`config.mk`:
```
export PLATFORM = sky130hd
export DESIGN_NAME = rd_out_pipe
export DESIGN_NICKNAME = d
export VERILOG_FILES = /design/src/rtl/rop_pkg.sv /design/src/rtl/rop_cmd_taps.sv /design/src/rtl/rop_drive_ctl.sv /design/src/rtl/rop_data_reg.sv /design/src/rtl/rd_out_pipe.sv
export SDC_FILE = /design/constraint.sdc
export NUM_CORES = 1
export LEC_CHECK = 0
export CORE_MARGIN = 2
export CORE_UTILIZATION = 45
export DETAILED_ROUTE_END_ITERATION = 10
export PLACE_DENSITY = 0.85
export SETUP_SLACK_MARGIN = 0.2
export SYNTH_ARGS = -nofsm -noshare
export SYNTH_HDL_FRONTEND = slang
export SYNTH_HIERARCHICAL = 1
export SYNTH_SLANG_ARGS = --single-unit
```
`constraint.sdc`:
```
create_clock -name clk -period 1.95 [get_ports clk]
set_input_delay 0.195 -clock clk [delete_from_list [all_inputs] [get_ports clk]]
set_output_delay 0.195 -clock clk [all_outputs]
set_load 0.03 [all_outputs]
```
`src/rtl/rop_pkg.sv`:
```
`timescale 1ns/1ps
package rop_pkg;

  typedef enum logic [1:0] {
    CK_IDLE  = 2'd0,
    CK_READ  = 2'd1,
    CK_WRITE = 2'd2
  } cmd_kind_e;

  // taps: capture, output-register stage, one extra stage for long release
  localparam int ROP_TAPS = 3;

  function automatic cmd_kind_e decode_cmd(input logic valid, input logic wr);
    if (!valid)  return CK_IDLE;
    else if (wr) return CK_WRITE;
    else         return CK_READ;
  endfunction

endpackage

```
`src/rtl/rop_cmd_taps.sv`:
```
`timescale 1ns/1ps
module rop_cmd_taps #(
  parameter int TAPS = 3
) (
  input  logic            clk,
  input  logic            rst_n,
  input  logic            is_read,
  output logic [TAPS-1:0] rd_tap
);
  // rd_tap[i] is 1 when the command captured i edges ago was a read
  always_ff @(posedge clk or negedge rst_n) begin
    if (!rst_n) rd_tap <= '0;
    else        rd_tap <= {rd_tap[TAPS-2:0], is_read};
  end
endmodule

```
`src/rtl/rop_drive_ctl.sv`:
```
`timescale 1ns/1ps
module rop_drive_ctl #(
  parameter int TAPS = 3
) (
  input  logic [TAPS-1:0] rd_tap,
  input  logic            ft_bypass,
  input  logic            dual_desel,
  output logic            drive,
  output logic            live_sel,
  output logic            load
);
  // stage at which a read beat lands: 0 for bypass, 1 for registered
  logic beat_tap;
  logic hold_tap;

  always_comb begin
    if (ft_bypass) begin
      beat_tap = rd_tap[0];
      hold_tap = rd_tap[1];
    end else begin
      beat_tap = rd_tap[1];
      hold_tap = rd_tap[2];
    end
    drive    = beat_tap | (dual_desel & hold_tap);
    // bypass beat shows the array word directly; otherwise the held word
    live_sel = ft_bypass & rd_tap[0];
    load     = rd_tap[0];
  end
endmodule

```
`src/rtl/rop_data_reg.sv`:
```
`timescale 1ns/1ps
module rop_data_reg #(
  parameter int DATA_W = 18
) (
  input  logic              clk,
  input  logic              rst_n,
  input  logic              load,
  input  logic              live_sel,
  input  logic [DATA_W-1:0] rd_data,
  output logic [DATA_W-1:0] data_o
);
  logic [DATA_W-1:0] word_q;

  // one register serves as the registered-timing output flop and the hold copy
  always_ff @(posedge clk or negedge rst_n) begin
    if (!rst_n)    word_q <= '0;
    else if (load) word_q <= rd_data;
  end

  assign data_o = live_sel ? rd_data : word_q;
endmodule

```
`src/rtl/rd_out_pipe.sv`:
```
`timescale 1ns/1ps
module rd_out_pipe #(
  parameter int DATA_W = 18
) (
  input  logic              clk,
  input  logic              rst_n,
  input  logic              ft_bypass,
  input  logic              dual_desel,
  input  logic              cmd_valid,
  input  logic              cmd_write,
  input  logic [DATA_W-1:0] rd_data,
  input  logic              oe_n,
  output logic [DATA_W-1:0] dq_out,
  output logic              dq_oe
);
  import rop_pkg::*;

  localparam int TAPS = ROP_TAPS;

  cmd_kind_e         kind;
  logic              is_read;
  logic [TAPS-1:0]   rd_tap;
  logic              drive;
  logic              live_sel;
  logic              load;
  logic [DATA_W-1:0] data_int;

  assign kind    = decode_cmd(cmd_valid, cmd_write);
  assign is_read = (kind == CK_READ);

  rop_cmd_taps #(.TAPS(TAPS)) u_taps (
    .clk    (clk),
    .rst_n  (rst_n),
    .is_read(is_read),
    .rd_tap (rd_tap)
  );

  rop_drive_ctl #(.TAPS(TAPS)) u_drive (
    .rd_tap    (rd_tap),
    .ft_bypass (ft_bypass),
    .dual_desel(dual_desel),
    .drive     (drive),
    .live_sel  (live_sel),
    .load      (load)
  );

  rop_data_reg #(.DATA_W(DATA_W)) u_data (
    .clk     (clk),
    .rst_n   (rst_n),
    .load    (load),
    .live_sel(live_sel),
    .rd_data (rd_data),
    .data_o  (data_int)
  );

  // asynchronous gate: no flop between oe_n and the pins
  assign dq_oe  = drive & ~oe_n;
  assign dq_out = dq_oe ? data_int : '0;

  // edges completed since reset release, saturating, for the checks below
  logic [1:0] age;
  always_ff @(posedge clk or negedge rst_n) begin
    if (!rst_n)            age <= '0;
    else if (age != 2'd3)  age <= age + 2'd1;
  end

  logic rd_cmd;
  assign rd_cmd = cmd_valid & ~cmd_write;

  AST_FLOW_BEAT: assert property (@(posedge clk) disable iff (!rst_n)
    (age != 2'd0 && ft_bypass && $past(rd_cmd)) |-> (drive && data_int == rd_data));

  AST_PIPE_BEAT: assert property (@(posedge clk) disable iff (!rst_n)
    (age >= 2'd2 && !ft_bypass && $past(rd_cmd, 2)) |-> (drive && data_int == $past(rd_data)));

  AST_SHORT_RELEASE_FLOW: assert property (@(posedge clk) disable iff (!rst_n)
    (age != 2'd0 && ft_bypass && !dual_desel && !$past(rd_cmd)) |-> !drive);

  AST_SHORT_RELEASE_PIPE: assert property (@(posedge clk) disable iff (!rst_n)
    (age >= 2'd2 && !ft_bypass && !dual_desel && !$past(rd_cmd, 2)) |-> !drive);

  AST_LONG_HOLD_FLOW: assert property (@(posedge clk) disable iff (!rst_n)
    (age >= 2'd2 && ft_bypass && dual_desel && $past(rd_cmd, 2) && !$past(rd_cmd))
      |-> (drive && $stable(data_int)));

  AST_LONG_HOLD_PIPE: assert property (@(posedge clk) disable iff (!rst_n)
    (age == 2'd3 && !ft_bypass && dual_desel && $past(rd_cmd, 3) && !$past(rd_cmd, 2))
      |-> (drive && $stable(data_int)));

  AST_OE_GATE: assert property (@(posedge clk) disable iff (!rst_n)
    oe_n |-> (!dq_oe && dq_out == '0));

endmodule

```
# Word-level counts from Yosys, hierarchy flattened
# Index checks and enable logic that the tools add are counted.
dict set report totals {
  wordCells 14
  output_inout_bits 19
  register_bits 21
  in_bits 25
}
dict set report op_classes {
  eq_ne 1
  muxes 6
  bitwise 5
}
# op count
set op_table {}
lappend op_table {{18-bit two-way mux} 2}
lappend op_table {{2-bit two-way mux} 2}
lappend op_table {{1-bit bitwise AND} 3}
lappend op_table {{2-bit by 1-bit == test with 1-bit output, second input constant} 1}
lappend op_table {{1-bit two-way mux} 2}
lappend op_table {{1-bit NOT} 1}
lappend op_table {{1-bit OR} 1}

# Logic depth before layout (Yosys ltp)
dict set report logic_depth {
  ltp_word 5
  depth_mapped 5
  mapped_depth_nobuf 3
}

# Modules after synthesis
# The synthesis kept the hierarchy.
# mod area_per_inst_um2 n_inst cells_per_inst seq_area_each_um2
set by_module_without_submodules {}
lappend by_module_without_submodules {rop_data_reg 993.5 1 58 450.4}
lappend by_module_without_submodules {rd_out_pipe 203.9 1 22 0.0}
lappend by_module_without_submodules {rop_cmd_taps 75.1 1 3 75.1}
lappend by_module_without_submodules {rop_drive_ctl 36.3 1 5 0.0}

# Worst setup path after synthesis
# OpenSTA, ideal clock, no wires.
dict set report synth_timing {
  path_kind {register -> output}
  from {register u_taps.rd_tap[0]}
  to {output dq_out[10]}
  setup_slack_ns 0.421
  arrival_time_ns 1.334
  required_ns 1.755
  stages_incl_launch_ff 6
  n_path_buf 2
  cell_sequence {dfrtp_1 and2_1 buf_6 buf_12 mux2_4 and3b_1}
}
dict set report synth_between {
  word_cells_on_any_way 6
  cone_classes {3 x mux; 3 x bitwise}
}
# item line_no
set synth_lines {}
lappend synth_lines {{start: declaration} rop_cmd_taps.sv:8} ;# output logic [TAPS-1:0] rd_tap
lappend synth_lines {{start signal: assignment} rop_cmd_taps.sv:13} ;# else rd_tap <= {rd_tap[TAPS-2:0], is_read};
lappend synth_lines {{1-bit bitwise AND} rop_drive_ctl.sv:26} ;# live_sel = ft_bypass & rd_tap[0];
lappend synth_lines {{via live_sel} rd_out_pipe.sv:24} ;# logic live_sel;
lappend synth_lines {{18-bit two-way mux} rop_data_reg.sv:20} ;# assign data_o = live_sel ? rd_data : word_q;
lappend synth_lines {{via data_int[10]} rd_out_pipe.sv:26} ;# logic [DATA_W-1:0] data_int;
lappend synth_lines {{18-bit two-way mux} rd_out_pipe.sv:58} ;# assign dq_out = dq_oe ? data_int : '0;
lappend synth_lines {{end: declaration} rd_out_pipe.sv:13} ;# output logic [DATA_W-1:0] dq_out,
# The timed path passes the listed nets, and every way through them passes these cells.

# Worst setup path in the final report
dict set report layout_timing {
  from {input dual_desel}
  to {output dq_out[6]}
}
dict set report layout_between {
  elab_chain_len 4
}
# item line_no
set layout_lines {}
lappend layout_lines {{start: declaration} rd_out_pipe.sv:8} ;# input logic dual_desel,
lappend layout_lines {{1-bit bitwise AND} rop_drive_ctl.sv:24} ;# drive = beat_tap | (dual_desel & hold_tap);
lappend layout_lines {{1-bit OR} rop_drive_ctl.sv:24}
lappend layout_lines {{via drive} rd_out_pipe.sv:23} ;# logic drive;
lappend layout_lines {{1-bit bitwise AND} rd_out_pipe.sv:57} ;# assign dq_oe = drive & ~oe_n;
lappend layout_lines {{18-bit two-way mux} rd_out_pipe.sv:58}
# The timed path passes the listed nets, and every way through them passes these cells.

==> flow_metrics.tcl <==
set metrics [dict create \
    rows 19 \
    yosys_warnings 6 \
    cp-end-kind "primary output" \
    maxCapViolations 0 \
    syn_inst 88 \
    via_per_inst 5.27 \
    cts_made_buffers 3 \
    seqCellArea_um2 526 \
    critical-path-top-delay-family "buffers and inverters" \
    placedCellCount 159 \
    diodes 0 \
    fin_crit_sh_pct 96.9 \
    grt_max_degree 22 \
    clockBufferDepth 2 \
    reg2reg_depth 3 \
    arrival_ns 1.70 \
    r2r-end "u_data/word_q[0]" \
    fmax_mhz 529 \
    outcome "completed" \
    setup_viol 0 \
    ant_nets 0 \
    synthTopCellsByArea "dfrtp_1 40%, mux2_4 23%, mux2_2 14%" \
    io_buffer_count 43 \
    antenna_found_initial 0 \
    synth.avg_cell_area_um2 14.9 \
    worst_ep_required_time_ns 1.75 \
    cts_max_level 1 \
    initial_utilization_pct 47.5 \
    grt_pass1_vias 890 \
    core_area_mm2 0.00276 \
    hold_viol_final 0 \
    synth-seq-cells 21 \
    r2r_start "u_taps/rd_tap[0]" \
    insertion_delay_ns 0.30 \
    crit_start "dual_desel" \
    grt_pass1_wl_um 4380 \
    synth_top_area_share_pct 40.2 \
    routedWlPerCell_um 17.6 \
    detailedRoute.firstIterationViolations 14 \
    die-height_um 57.9 \
    die-area_mm2 0.00336 \
    fin_crit_ns 1.89 \
    finalNetCount 162 \
    yosysTopAreaCell "dfrtp_1" \
    drc 0 \
    hp-class "in2async" \
    crit_slowest_cell "a221o_4" \
    drt-pass1-iter-count 4 \
    gp_congestion 0.665 \
    root_buffer "clkbuf_4" \
    p_per_area_mw_per_mm2 617 \
    slew_viol_final 0 \
    crit_buf_inv 2 \
    tns_ns 0 \
    critPathKind "in2out" \
    r2r_slack_ns 0.70 \
    dieWidth_um 57.9 \
    grt_usage_pct 16.8 \
    place_area_mm2 0.00168 \
    syn_to_final_growth_pct 40.9 \
    start_kind "input pin" \
    pre_cts_slack_ns -0.0636 \
    wl_um 2950 \
    drive_gt1_share_pct 57.4 \
    cts.sinks 21 \
    setup_ws_ns 0.0597 \
    grt_setup_unrepaired "yes" \
    fin_skew_ns 0.00745 \
    ys_seq_area_share_pct 40.2 \
    num_io_pins 44 \
    max_stage_delay_ns 0.51 \
    cp.depth 5 \
    gr-total-overflow 0 \
    dp_hpwl_um 1790 \
    synthesis.nets 113 \
    fill_cells 228 \
    cp_max_fo 10 \
    vias 880 \
    crit_chain "clkdlybuf4s50_1 -> nand2b_1 -> a221o_4 -> and3b_2 -> buf_4" \
    fin_cells 167 \
    multi_input_area_um2 731 \
    holdBufCountCts 0 \
    postLayoutCellArea_mm2 0.00184 \
    p_leak_nw 0.898 \
    peakVddDrop_mv 0.466 \
    cts_tree "built" \
    synth_area_mm2 0.00131 \
    clk_pin_slew_ns 0.12 \
    max_slew.worst_pin.slew_ns 0.307 \
    timing.slew.headroom_pct 79.5 \
    synth.distinct_cells 12 \
]
## power by group
group	internal [mW]	leakage [nW]	total (mW)	switching, mW
Sequential	0.493	0.250	0.530	0.0364
Clock	0.0764	0.0177	0.211	0.135
Combinational	0.250	0.631	0.397	0.147
## cells by family after synthesis
logic type             Yosys count  synth area share (%)
AOI/OAI and AO/OA                1                 0.765
muxes                           36                  36.7
and+or+nand+nor                 23                  15.3
buffers and inverters            7                  7.07
DFF                             21                  40.2
## layout make-up
type / count / area share, %
Multi-Input combinational cell: 61 / 39.6
Timing Repair Buffer: 50 / 28.3
Clock inverter: 1 / 0.271
Tap cell: 31 / 2.10
Clock buffer: 3 / 1.22
Sequential cell: 21 / 28.5
## layout by cell type (no fill, tap or decap), drive strengths merged
cell type,count
clkbuf,4
clkinv,1
nand2b,1
and3b,18
a221o,2
dlymetal6s2s,1
mux2,36
clkdlybuf4s50,23
nor2b,3
dfrtp,21
buf,25
and2,1
## synthesized netlist by cell type (all sizes together)
master and count:
nor2b 3, nand2b 1, and2 1, mux2 36
a221o 1, buf 7, and3b 18, dfrtp 21
## state kept, by name (all words and copies together), names as in the netlist
| register | flops |
|---|---|
| u_data/word_q | 18 |
| u_taps/rd_tap | 3 |
## routing by layer
metal / track usage [%] / part of all wire (%) / up-vias
met3: 2.46 / 6.7 / 2
met1: 23.2 / 47 / 422
met2: 28.1 / 46 / 37
li1: - / - / 419
met5: 0 / 0 / -
met4: 3.99 / 0.27 / 0
## metrics by stage
| stage | power [mW] | utilization [%] | hold WS [ns] |
|---|---|---|---|
| floorplan | 0.775 | - | -0.101 |
| global placement | 0.882 | 60.9 | 0.366 |
| detailed placement | 0.895 | 60.9 | 0.372 |
| CTS | 1.11 | 63.4 | 0.232 |
| global route | 1.20 | 66.9 | 0.233 |
| finish | 1.14 | 66.9 | 0.224 |
## worst max-delay path by stage
stage                 end
2_1_floorplan  dq_out[10]
3_3_place_gp    dq_out[5]
3_5_place_dp    dq_out[2]
4_1_cts         dq_out[5]
5_1_grt         dq_out[9]
6_report        dq_out[6]
## repair_timing
action	4_1_cts	5_1_grt
endpoints found under the setup margin	19	19
cloned	1	2
setup buffers	0	1
pin swaps	1	1
resized for setup	5	14
hold endpoints to repair	0	0
Power figures use the tool's default switching activity.
